File: config.mk
export PLATFORM = sky130hd
export DESIGN_NAME = ycc_rgb_conv
export DESIGN_NICKNAME = d
export VERILOG_FILES = /design/src/rtl/ycc_rgb_pkg.sv /design/src/rtl/ycc_cfg_regs.sv /design/src/rtl/ycc_chan_mac.sv /design/src/rtl/ycc_sat_round.sv /design/src/rtl/ycc_rgb_conv.sv
export SDC_FILE = /design/constraint.sdc
export NUM_CORES = 2
export LEC_CHECK = 0
export ABC_AREA = 1
export BUFFER_PORTS_ARGS = -buffer_cell sky130_fd_sc_hd__buf_2
export CORE_ASPECT_RATIO = 1.4
export CORE_UTILIZATION = 40
export DETAILED_ROUTE_END_ITERATION = 10
export GPL_TIMING_DRIVEN = 1
export PLACE_DENSITY = 0.64
export REMOVE_ABC_BUFFERS = 1
export SETUP_SLACK_MARGIN = 0.4
export SYNTH_ARGS = -nofsm -noshare
export SYNTH_HDL_FRONTEND = slang
export SYNTH_SLANG_ARGS = --single-unit
File: constraint.sdc
create_clock -name clk -period 9.4 [get_ports clk]
set_input_delay 1.41 -clock clk [delete_from_list [all_inputs] [get_ports clk]]
set_output_delay 1.41 -clock clk [all_outputs]
set_load 0.05 [all_outputs]
File: src/rtl/ycc_rgb_pkg.sv
package ycc_rgb_pkg;

  localparam int CFG_W   = 32;
  localparam int FIELD_W = 10;
  localparam int FRAC_W  = 8;
  localparam int OFS_W   = 8;
  localparam int KW      = FIELD_W + 1;
  localparam int NCH     = 3;

  typedef struct packed {
    logic signed [KW-1:0]    k_y;
    logic signed [KW-1:0]    k_cr_r;
    logic signed [KW-1:0]    k_cb_r;
    logic signed [KW-1:0]    k_cb_g;
    logic signed [KW-1:0]    k_cr_g;
    logic signed [KW-1:0]    k_cb_b;
    logic signed [KW-1:0]    k_cr_b;
    logic signed [OFS_W-1:0] ofs_y;
    logic signed [OFS_W-1:0] ofs_cb;
    logic signed [OFS_W-1:0] ofs_cr;
  } ycc_cfg_t;

  // Integer code 2 is +2, code 3 is -1: one extra top bit set only for code 3
  function automatic logic signed [KW-1:0] coef_decode(input logic [FIELD_W-1:0] f);
    return {f[FIELD_W-1] & f[FIELD_W-2], f};
  endfunction

endpackage

File: src/rtl/ycc_cfg_regs.sv
module ycc_cfg_regs
  import ycc_rgb_pkg::*;
(
  input  logic             clk,
  input  logic             rst,
  input  logic             load,
  input  logic [CFG_W-1:0] w0,
  input  logic [CFG_W-1:0] w1,
  input  logic [CFG_W-3:0] w2,
  output ycc_cfg_t         cfg
);

  ycc_cfg_t nxt;

  always_comb begin
    nxt.ofs_cr = w0[7:0];
    nxt.ofs_cb = w0[15:8];
    nxt.ofs_y  = w0[23:16];
    nxt.k_cr_b = coef_decode({w1[1:0], w0[31:24]});
    nxt.k_y    = coef_decode(w1[11:2]);
    nxt.k_cr_g = coef_decode(w1[21:12]);
    nxt.k_cb_g = coef_decode(w1[31:22]);
    nxt.k_cb_b = coef_decode(w2[9:0]);
    nxt.k_cr_r = coef_decode(w2[19:10]);
    nxt.k_cb_r = coef_decode(w2[29:20]);
  end

  always_ff @(posedge clk) begin
    if (rst)       cfg <= '0;
    else if (load) cfg <= nxt;
  end

endmodule

File: src/rtl/ycc_chan_mac.sv
module ycc_chan_mac #(
  parameter int ADJ_W = 10,
  parameter int KW    = 11,
  parameter int ACC_W = 23
) (
  input  logic                    clk,
  input  logic                    rst,
  input  logic                    en,
  input  logic signed [ADJ_W-1:0] y_a,
  input  logic signed [ADJ_W-1:0] cb_a,
  input  logic signed [ADJ_W-1:0] cr_a,
  input  logic signed [KW-1:0]    k_y,
  input  logic signed [KW-1:0]    k_cb,
  input  logic signed [KW-1:0]    k_cr,
  output logic signed [ACC_W-1:0] acc
);

  logic signed [ACC_W-1:0] p_y, p_cb, p_cr;

  always_comb begin
    p_y  = ACC_W'(k_y)  * ACC_W'(y_a);
    p_cb = ACC_W'(k_cb) * ACC_W'(cb_a);
    p_cr = ACC_W'(k_cr) * ACC_W'(cr_a);
  end

  always_ff @(posedge clk) begin
    if (rst)     acc <= '0;
    else if (en) acc <= p_y + p_cb + p_cr;
  end

endmodule

File: src/rtl/ycc_sat_round.sv
module ycc_sat_round #(
  parameter int ACC_W  = 23,
  parameter int PIX_W  = 8,
  parameter int FRAC_W = 8
) (
  input  logic                    clk,
  input  logic                    rst,
  input  logic                    en,
  input  logic signed [ACC_W-1:0] acc,
  output logic [PIX_W-1:0]        pix
);

  localparam logic signed [ACC_W-1:0] HALF = ACC_W'(2 ** (FRAC_W - 1));
  localparam logic signed [ACC_W-1:0] MAXV = ACC_W'(2 ** PIX_W - 1);

  logic signed [ACC_W-1:0] scaled;
  logic [PIX_W-1:0]        sat;

  always_comb begin
    scaled = (acc + HALF) >>> FRAC_W;
    if (scaled < 0)         sat = '0;
    else if (scaled > MAXV) sat = '1;
    else                    sat = scaled[PIX_W-1:0];
  end

  always_ff @(posedge clk) begin
    if (rst)     pix <= '0;
    else if (en) pix <= sat;
  end

endmodule

File: src/rtl/ycc_rgb_conv.sv
module ycc_rgb_conv
  import ycc_rgb_pkg::*;
#(
  parameter int PIX_W = 8
) (
  input  logic             clk,
  input  logic             rst,
  input  logic [31:0]      cfg_word0,
  input  logic [31:0]      cfg_word1,
  input  logic [29:0]      cfg_word2,
  input  logic             in_valid,
  input  logic [PIX_W-1:0] in_y,
  input  logic [PIX_W-1:0] in_cb,
  input  logic [PIX_W-1:0] in_cr,
  output logic             out_valid,
  output logic [PIX_W-1:0] out_r,
  output logic [PIX_W-1:0] out_g,
  output logic [PIX_W-1:0] out_b
);

  localparam int ADJ_W = PIX_W + 2;
  localparam int ACC_W = KW + ADJ_W + 2;
  localparam logic signed [ADJ_W-1:0] MID = ADJ_W'(2 ** (PIX_W - 1));

  ycc_cfg_t cfg;
  logic     v1, v2, cfg_load;
  logic signed [ADJ_W-1:0] y_a, cb_a, cr_a;
  logic signed [KW-1:0]    k_cb [NCH];
  logic signed [KW-1:0]    k_cr [NCH];
  logic signed [ACC_W-1:0] acc  [NCH];
  logic [PIX_W-1:0]        pix  [NCH];

  // Capture words only with an empty pipeline and no arriving sample
  assign cfg_load = !in_valid && !v1 && !v2 && !out_valid;

  ycc_cfg_regs cfg_i (
    .clk(clk), .rst(rst), .load(cfg_load),
    .w0(cfg_word0), .w1(cfg_word1), .w2(cfg_word2), .cfg(cfg)
  );

  // Stage 1: offset adjustment
  always_ff @(posedge clk) begin
    if (rst) begin
      v1   <= 1'b0;
      y_a  <= '0;
      cb_a <= '0;
      cr_a <= '0;
    end else begin
      v1 <= in_valid;
      if (in_valid) begin
        y_a  <= $signed(ADJ_W'(in_y)) + ADJ_W'(cfg.ofs_y);
        cb_a <= $signed(ADJ_W'(in_cb)) - MID + ADJ_W'(cfg.ofs_cb);
        cr_a <= $signed(ADJ_W'(in_cr)) - MID + ADJ_W'(cfg.ofs_cr);
      end
    end
  end

  // Channel order: 0 red, 1 green, 2 blue
  assign k_cb[0] = cfg.k_cb_r;
  assign k_cr[0] = cfg.k_cr_r;
  assign k_cb[1] = cfg.k_cb_g;
  assign k_cr[1] = cfg.k_cr_g;
  assign k_cb[2] = cfg.k_cb_b;
  assign k_cr[2] = cfg.k_cr_b;

  // Stages 2 and 3: valid tracking
  always_ff @(posedge clk) begin
    if (rst) begin
      v2        <= 1'b0;
      out_valid <= 1'b0;
    end else begin
      v2        <= v1;
      out_valid <= v2;
    end
  end

  for (genvar c = 0; c < NCH; c++) begin : g_chan
    ycc_chan_mac #(.ADJ_W(ADJ_W), .KW(KW), .ACC_W(ACC_W)) mac_i (
      .clk(clk), .rst(rst), .en(v1),
      .y_a(y_a), .cb_a(cb_a), .cr_a(cr_a),
      .k_y(cfg.k_y), .k_cb(k_cb[c]), .k_cr(k_cr[c]),
      .acc(acc[c])
    );
    ycc_sat_round #(.ACC_W(ACC_W), .PIX_W(PIX_W), .FRAC_W(FRAC_W)) sat_i (
      .clk(clk), .rst(rst), .en(v2), .acc(acc[c]), .pix(pix[c])
    );
  end

  assign out_r = pix[0];
  assign out_g = pix[1];
  assign out_b = pix[2];

endmodule

==> flow_metrics.tcl <==
set metrics [dict create \
    outcome "finished, violations left" \
    violations "design-rule violations" \
    finalClockSkew_ps 35.7 \
    syn_inst 6263 \
    cts_tree "yes" \
    firstDrtPassIters 9 \
    grt_max_degree 73 \
    drcViolationCount 5 \
    fin_nets 7565 \
    vias_per_cell 4.92 \
    setup_slack_ps 1390 \
    endpoint "g_chan[1].mac_i.acc[18]" \
    post_cts_buffers 0 \
    dieArea_sq_um 116000 \
    rows 146 \
    grt_pass1_wl_um 211000 \
    path_common_cell "inv_1" \
    dp_slack_ps 1430 \
    fin_cells 7742 \
    clk_path_buf_depth 3 \
    worstPathArrival_ps 8540 \
    r2r_start "cr_a[9]" \
    hpwl_um 109000 \
    cts_root_buf "clkbuf_16" \
    htree_num_levels 1 \
    ant_nets 0 \
    ff2ff_path_depth 31 \
    finalHoldViolations 0 \
    syn_area_per_cell_sq_um 7.33 \
    die_y_um 403 \
    wl_per_cell_um 17.0 \
    max_freq_mhz 125 \
    diodes 0 \
    first_global_vias 40000 \
    port_buffers 145 \
    synth_cell_types 55 \
    synth_area_sq_um 45900 \
    clk_latency_ps 630 \
    hp-class "flop to flop" \
    area_growth_pct 6.19 \
    ys_seq_area_frac 0.0898 \
    hold_buffers 0 \
    finalSetupTns_ps 0 \
    path_max_fanout 22 \
    slew_headroom 0.148 \
    antenna_found_initial 0 \
    fp.dieW_um 288 \
    r2r_slack_ps 1390 \
    max-cap-violations 0 \
    clock_sinks 206 \
    period_share 0.853 \
    reg2reg_to "g_chan[1].mac_i.acc[18]" \
    peakVddDrop_mv 0.145 \
    worst_pin_slew_ps 1270 \
    endpoint_kind "flop" \
    path_clk_slew_ps 60 \
    core-area_sq_um 113000 \
    required_ps 9930 \
    cp_slowest_cell "dfxtp_1" \
    rsz0062_at_grt "no" \
    drive_above_1_share 0.0460 \
    io_pins 146 \
    cts_resized 0 \
    grt.overflow.total 0 \
    power_leakage_nw 28.5 \
    first_iter_violations 2063 \
    placedCellCount 7692 \
    yosys_warnings 0 \
    cts_made_buffers 28 \
    gp_congestion 0.960 \
    finalWirelength_um 132000 \
    startpoint "cr_a[9]" \
    drv_slew 0 \
    postSynthRegisterBits 206 \
    slowest_delay_ps 640 \
    initial_core_util 0.405 \
    period_needed_ps 8010 \
    power_density_nw_per_um2 171 \
    num_vias 38100 \
    setup_viol 0 \
    path_class "flop to flop" \
    start_kind "flop" \
    grt_usage 0.232 \
]
==> worst max-delay path: cells and delay by family (launching register included) <==
kind / cells / cell delay (ps)
AOI/OAI and AO/OA: 3 / 600
xor gates and xnor gates: 1 / 520
adders and majority gates: 8 / 3470
buffers and inverters: 10 / 1300
DFF: 1 / 640
and+or+nand+nor: 9 / 1360
==> cells by family (layout without fill, tap and decap cells) <==
logic type	count (synthesis)	after routing	synth area share
AO/OA/AOI/OAI	677	677	0.0815
AND/OR/NAND/NOR	2083	2083	0.183
buffers and inverters	1888	1887	0.156
flip-flops	206	206	0.0898
XOR/XNOR	207	207	0.0396
adder cells (fa/ha/maj)	1202	1202	0.450
==> cells in the mapped netlist (all sizes together) <==
library cell / instances / area share
clkinv: 2 / 0.00016
a31o: 2 / 0.00038
a31oi: 13 / 0.0018
nor2: 476 / 0.039
o221ai: 1 / 0.00019
nand3b: 8 / 0.0013
xnor2: 83 / 0.016
inv: 1658 / 0.14
a221oi: 3 / 0.00057
o21ai: 262 / 0.029
fa: 751 / 0.33
o21a: 10 / 0.0016
nand2: 1314 / 0.11
a21o: 31 / 0.0051
or2: 26 / 0.0035
nor3: 34 / 0.0042
a21oi: 292 / 0.032
a21boi: 10 / 0.0016
xor2: 124 / 0.024
o31ai: 13 / 0.0022
nand3: 176 / 0.020
o211ai: 15 / 0.0026
nor2b: 1 / 0.00014
o21bai: 24 / 0.0039
clkbuf: 209 / 0.018
o311ai: 1 / 0.00019
dfxtp: 206 / 0.090
nand4: 40 / 0.0059
and2: 2 / 0.00027
ha: 451 / 0.12
nor4: 6 / 0.0013
buf: 19 / 0.0024
==> where the power goes <==
| group | switching (W) | internal, W |
|---|---|---|
| registers | 0.000225 | 0.000981 |
| logic | 0.00398 | 0.00203 |
| clock network | 0.000497 | 0.000644 |
==> cell usage in the layout, fill, tap and decap left out, types with 8 or more instances in the layout <==
master	Yosys	layout
a21oi_1	288	288
o211ai_1	14	14
dfxtp_1	206	203
ha_1	451	451
a21o_1	31	31
or2_2	22	22
o21a_1	10	10
nand3_1	172	172
a21boi_0	10	10
nor3_1	32	32
o21ai_0	235	235
clkbuf_16	0	29
inv_1	1655	1655
xor2_1	124	124
nand4_1	38	38
o31ai_1	12	12
nand2_2	8	8
buf_2	10	144
nand2_1	1306	1306
buf_4	3	33
o21ai_1	23	23
nand3b_1	8	8
fa_1	751	751
o21bai_1	24	24
nor2_1	473	473
xnor2_1	82	82
a31oi_1	13	13
==> how the worst min path moves through the flow <==
stage,end,slack [ps],cells after the start,from
after floorplan,cfg_i.cfg[10],470,2,cfg_i.cfg[10]
after global placement,g_chan[0].sat_i.pix[1],450,2,g_chan[0].sat_i.pix[1]
after detailed placement,g_chan[1].sat_i.pix[5],450,2,g_chan[1].sat_i.pix[5]
after CTS,g_chan[1].sat_i.pix[5],460,2,g_chan[1].sat_i.pix[5]
after global routing,g_chan[1].sat_i.pix[5],480,2,g_chan[1].sat_i.pix[5]
final,g_chan[1].sat_i.pix[5],460,2,g_chan[1].sat_i.pix[5]
==> routing by layer <==
metal  vias up  wire length, um  GRT usage
met3       223             5120     0.0214
met2       852            68000      0.427
met1     18500            52200      0.268
li1      18500                -          -
met5         -                0          0
met4         0             6670      0.107
==> state kept, by name, indices dropped and copies added, names as in the netlist, 10 cells and up <==
name              flops
cfg_i.cfg           101
g_chan.mac_i.acc     48
g_chan.sat_i.pix     24
cb_a                 10
cr_a                 10
y_a                  10
==> per-stage QoR <==
stage | instance area, sq um | util | hold WS (ps) | total power (W)
final | 48800 | 0.430 | 461 | 0.00835
after global routing | 48800 | 0.430 | 476 | 0.00922
after CTS | 48800 | 0.430 | 464 | 0.00839
after detailed placement | 47800 | 0.422 | 454 | 0.00718
after global placement | 47800 | 0.422 | 451 | 0.00716
after floorplan | 45000 | - | 469 | 0.00540
==> area by class of cell <==
| cell class | count | area, sq um |
|---|---|---|
| clock buffers | 34 | 774 |
| flip-flops and latches | 206 | 4130 |
| multi-input cells | 4169 | 34700 |
| clock inverters | 16 | 166 |
| well taps | 1480 | 1850 |
| inverters | 1660 | 6240 |
| repair buffers | 177 | 968 |
| fillers | 11800 | 64700 |
(Power assumes the default switching activity.)
